### src/rtl/sine_pwm_gen.sv
module sine_pwm_gen #(
  parameter int unsigned PERIOD_TICKS = 128,
  parameter int unsigned SAMPLES      = 128
) (
  input  logic clk,
  input  logic rst_n,
  input  logic tick,
  output logic pwm_out,
  output logic period_end
);
  localparam int CW   = $clog2(PERIOD_TICKS);
  localparam int IW   = $clog2(SAMPLES);
  localparam int WW   = $clog2(PERIOD_TICKS + 1);
  localparam int HALF = PERIOD_TICKS / 2;
  localparam longint SCALE = 64'sd1 << 30;
  localparam longint PI_Q  = 64'sd3373259426;

  function automatic int sine_width(input int k);
    int q;
    longint th, term, acc, amp;
    q = k % (SAMPLES / 2);
    if (q > SAMPLES / 4) q = SAMPLES / 2 - q;
    th   = (2 * PI_Q * longint'(q)) / longint'(SAMPLES);
    term = th;
    acc  = th;
    for (int n = 1; n <= 10; n++) begin
      term = -((((term * th) / SCALE) * th) / SCALE) / longint'((2 * n) * (2 * n + 1));
      acc  = acc + term;
    end
    amp = (acc * longint'(HALF) + SCALE / 2) / SCALE;
    return (k < SAMPLES / 2) ? HALF + int'(amp) : HALF - int'(amp);
  endfunction

  logic [WW-1:0] tab [SAMPLES];

  for (genvar k = 0; k < SAMPLES; k++) begin : g_tab
    localparam int W = sine_width(k);
    assign tab[k] = WW'(W);
  end

  logic [CW-1:0] cnt;
  logic [IW-1:0] idx;
  logic          last;

  assign last       = (cnt == CW'(PERIOD_TICKS - 1));
  assign period_end = tick & last;

  always_ff @(posedge clk or negedge rst_n) begin
    if (!rst_n) begin
      cnt     <= '0;
      idx     <= '0;
      pwm_out <= 1'b0;
    end else if (tick) begin
      pwm_out <= (WW'(cnt) < tab[idx]);
      cnt     <= last ? '0 : cnt + CW'(1);
      if (last) idx <= (idx == IW'(SAMPLES - 1)) ? '0 : idx + IW'(1);
    end
  end
endmodule

### config.mk
export PLATFORM = sky130hd
export DESIGN_NAME = sine_pwm_gen
export DESIGN_NICKNAME = d
export VERILOG_FILES = /design/src/rtl/sine_pwm_gen.sv
export SDC_FILE = /design/constraint.sdc
export NUM_CORES = 1
export LEC_CHECK = 0
export ABC_AREA = 1
export BUFFER_PORTS_ARGS = -buffer_cell sky130_fd_sc_hd__buf_2
export CAP_MARGIN = 20
export CORE_ASPECT_RATIO = 0.5
export CORE_MARGIN = 2
export CORE_UTILIZATION = 45
export CTS_BUF_LIST = sky130_fd_sc_hd__clkbuf_16
export DETAILED_ROUTE_END_ITERATION = 8
export SLEW_MARGIN = 20
export SYNTH_ARGS = -nofsm -noshare
export SYNTH_HDL_FRONTEND = slang
export SYNTH_SLANG_ARGS = --single-unit
### constraint.sdc
create_clock -name clk -period 2.4 [get_ports clk]
set_input_delay 0.12 -clock clk [delete_from_list [all_inputs] [get_ports clk]]
set_output_delay 0.12 -clock clk [all_outputs]
set_load 0.01 [all_outputs]
==> out/results.ini <==
[floorplanning]
dieArea_um2 = 4760
start_util_pct = 47.6
die_h_um = 49.8
rows = 16
ios = 5
core_region_area_um2 = 3960
die_width_um = 95.6

[synth]
synth_seq_cells = 15
synth_nets = 309
synth_top_cells_by_count = nand2_1, nor2_1, nand3_1
synth-edff-count = 0
synth_most_common_cell = nand2_1
netlist_area_um2 = 1890
synthArstFlopShare_pct = 100
syn_inst = 284
synth_top_area_share_pct = 19.9
ys_seq_area_share_pct = 19.9
yosys_most_used_dff = dfrtp_1
yosys_warnings = 0
ys_types = 40
synth_area_leader_cell = dfrtp_1
synth.avg_cell_area_um2 = 6.64
netlist_top_cells_area = dfrtp_1, ha_1, nand2_1, nand3_1, a21oi_1

[outcome]
status = finished, final reports clean

[critical_path]
slowest_stage = dfrtp_2
rr_worst_depth = 19
cp_common_cell = nand2_1
reg2reg_slack_ns = 0.06
r2r-start = idx[0]
crit_type = reg -> reg
max_stage_delay_ns = 0.45
path_max_fanout = 4
r2r-end = pwm_out
worstPathArrival_ns = 2.48
cp-start-kind = register
crit_chain = inv_4 -> ha_4 -> nor2_4 -> inv_2 -> nand2_4 -> o21ai_2 -> a21oi_1 -> o21ai_1 -> o2111ai_1 -> nand2_1 -> inv_1 -> ha_1 -> nand2_1 -> nand2_1 -> nand2_1 -> nand2_1 -> nand2_1 -> nand2_1 -> nand2_1
cp-end-kind = register
required_ns = 2.54

[clock_network]
cts_buffers = 3
h-tree-depth = 1
insertion_delay_ns = 0.25
cts_tree = built
cts_root_buffer = clkbuf_16
postCtsSetupRepairBufs = 0
cts_sinks = 15
path_clk_slew_ns = 0.05
cts.path.max_buffers = 2

[timing]
post-route-min-period_ns = 2.34
hold_violations = 0
setup_viol = 0
fin_tns_setup_ns = 0
worstMarginPinSlew_ns = 0.355
min_period_over_period_pct = 97.6
hold_slack_ns = 0.173
fmax_mhz = 427
rsz0062_at_grt = yes
skew_ns = 0.00212
drv_slew = 0
maxSlewHeadroom_pct = 76.3

[place]
io_buffers = 4
gp_congestion = 1.08
post_dp_cell_area_um2 = 2120
dp_cells = 360
dp_hpwl_um = 4600

[power_and_ir_drop]
irDropWorstVdd_mv = 0.632
finalPower_w = 0.00114
p_leak_nw = 1.16
p_per_area_nw_per_um2 = 484

[worst_hold_path]
worst_hold_path_type = in -> reg
whs_endpoint = cnt[1]
hold-path-cell-count = 3
worstHoldStart = tick

[routing]
wirelength_um = 6090
ant_nets = 0
dr.pass1.iters = 5
vias_per_cell = 5.94
drcViolationCount = 0
vias = 2167
dr.first_iter.drc_count = 299
drt-wirelength-per-cell_um = 16.7

[layout]
final_nets = 337
drive_above_1_share_pct = 27.7
finalNonFillerCells = 365
syn_to_final_growth_pct = 24.9
num_antenna_cells = 0
design_area_um2 = 2360

[run]
timing.max_cap.violations = 0

[global_route]
grt_pass1_wl_um = 9870
grt_overflow = 0
grt_max_degree = 20
grt_usage_pct = 26.8
antenna_found_initial = 0
grt_pass1_vias = 1975

## report_power, final
group	total (W)	internal, W	switching (W)
sequential	0.000395	0.000317	0.0000778
combinational	0.000411	0.000186	0.000225
clock	0.000335	0.000225	0.000110
## worst max-delay path: cells and delay by family, from the launching register on
kind,cells,cell delay [ns]
compound gates,4,0.43
fa+ha+maj,2,0.57
buf+inv,3,0.21
flops,1,0.45
simple gates,10,0.56
## cell families (layout without fill, tap and decap cells)
family                     after synthesis  in the layout  share of synthesized area (%)
and+or+nand+nor                        135            135                           30.9
DFF                                     15             15                           19.9
AOI/OAI and AO/OA                       67             67                           21.2
xor gates and xnor gates                 4              4                           1.86
adders and majority gates               22             22                           14.6
buffers and inverters                   41             68                           11.5
## worst max path at each step
stage	startpoint	cells past startpoint	to
2_1_floorplan	idx[1]	13	pwm_out
3_3_place_gp	idx[0]	18	pwm_out
3_5_place_dp	idx[0]	13	pwm_out
4_1_cts	idx[0]	13	pwm_out
5_1_grt	idx[0]	13	pwm_out
6_report	idx[0]	19	pwm_out
## area by class of cell
type	instances	area, µm²
fill	379	1610
multi-input combinational	228	1430
sequential	15	378
timing repair buffer	36	287
inverter	28	115
clock buffer	3	75.1
tap	54	67.6
clock inverter	1	7.51
## through the flow
stage	utilization (%)	setup WS (ns)
after floorplan	-	0.00456
after global placement	53.4	-0.0286
after detailed placement	53.4	-0.0819
after CTS	56.3	0.0119
after global routing	59.5	-0.0916
final	59.5	0.0565
## flip-flops by register name, summed over array words and instances (netlist names)
register,cells
idx,7
pwm_out,1
cnt,7
## cell usage in the layout (no fill, tap or decap), types with 5 or more instances in the layout
cell type and count:
nand2_1 67, o21ai_0 13, dfrtp_1 13, inv_1 20
buf_4 27, o21ai_1 6, ha_2 6, nor2_1 20
a21oi_1 17, nand2_2 5, nand3_1 24, ha_1 14
## layer usage
layer	global-route usage (%)	share of wire, %	up-vias
met3	3.98	9.9	15
met1	40.2	45	1019
met2	40.8	43	118
li1	-	-	1015
met4	5.00	1.8	0
met5	0	0	-
## what timing repair did
| action | 4_1_cts | 5_1_grt |
|---|---|---|
| endpoints found under the setup margin | 1 | 1 |
| pin swaps | 3 | 20 |
| hold buffers | 1 | 0 |
| endpoints found under the hold margin | 15 | 0 |
| resized for setup | 6 | 42 |
No activity file was read; power rests on OpenSTA's default activity.
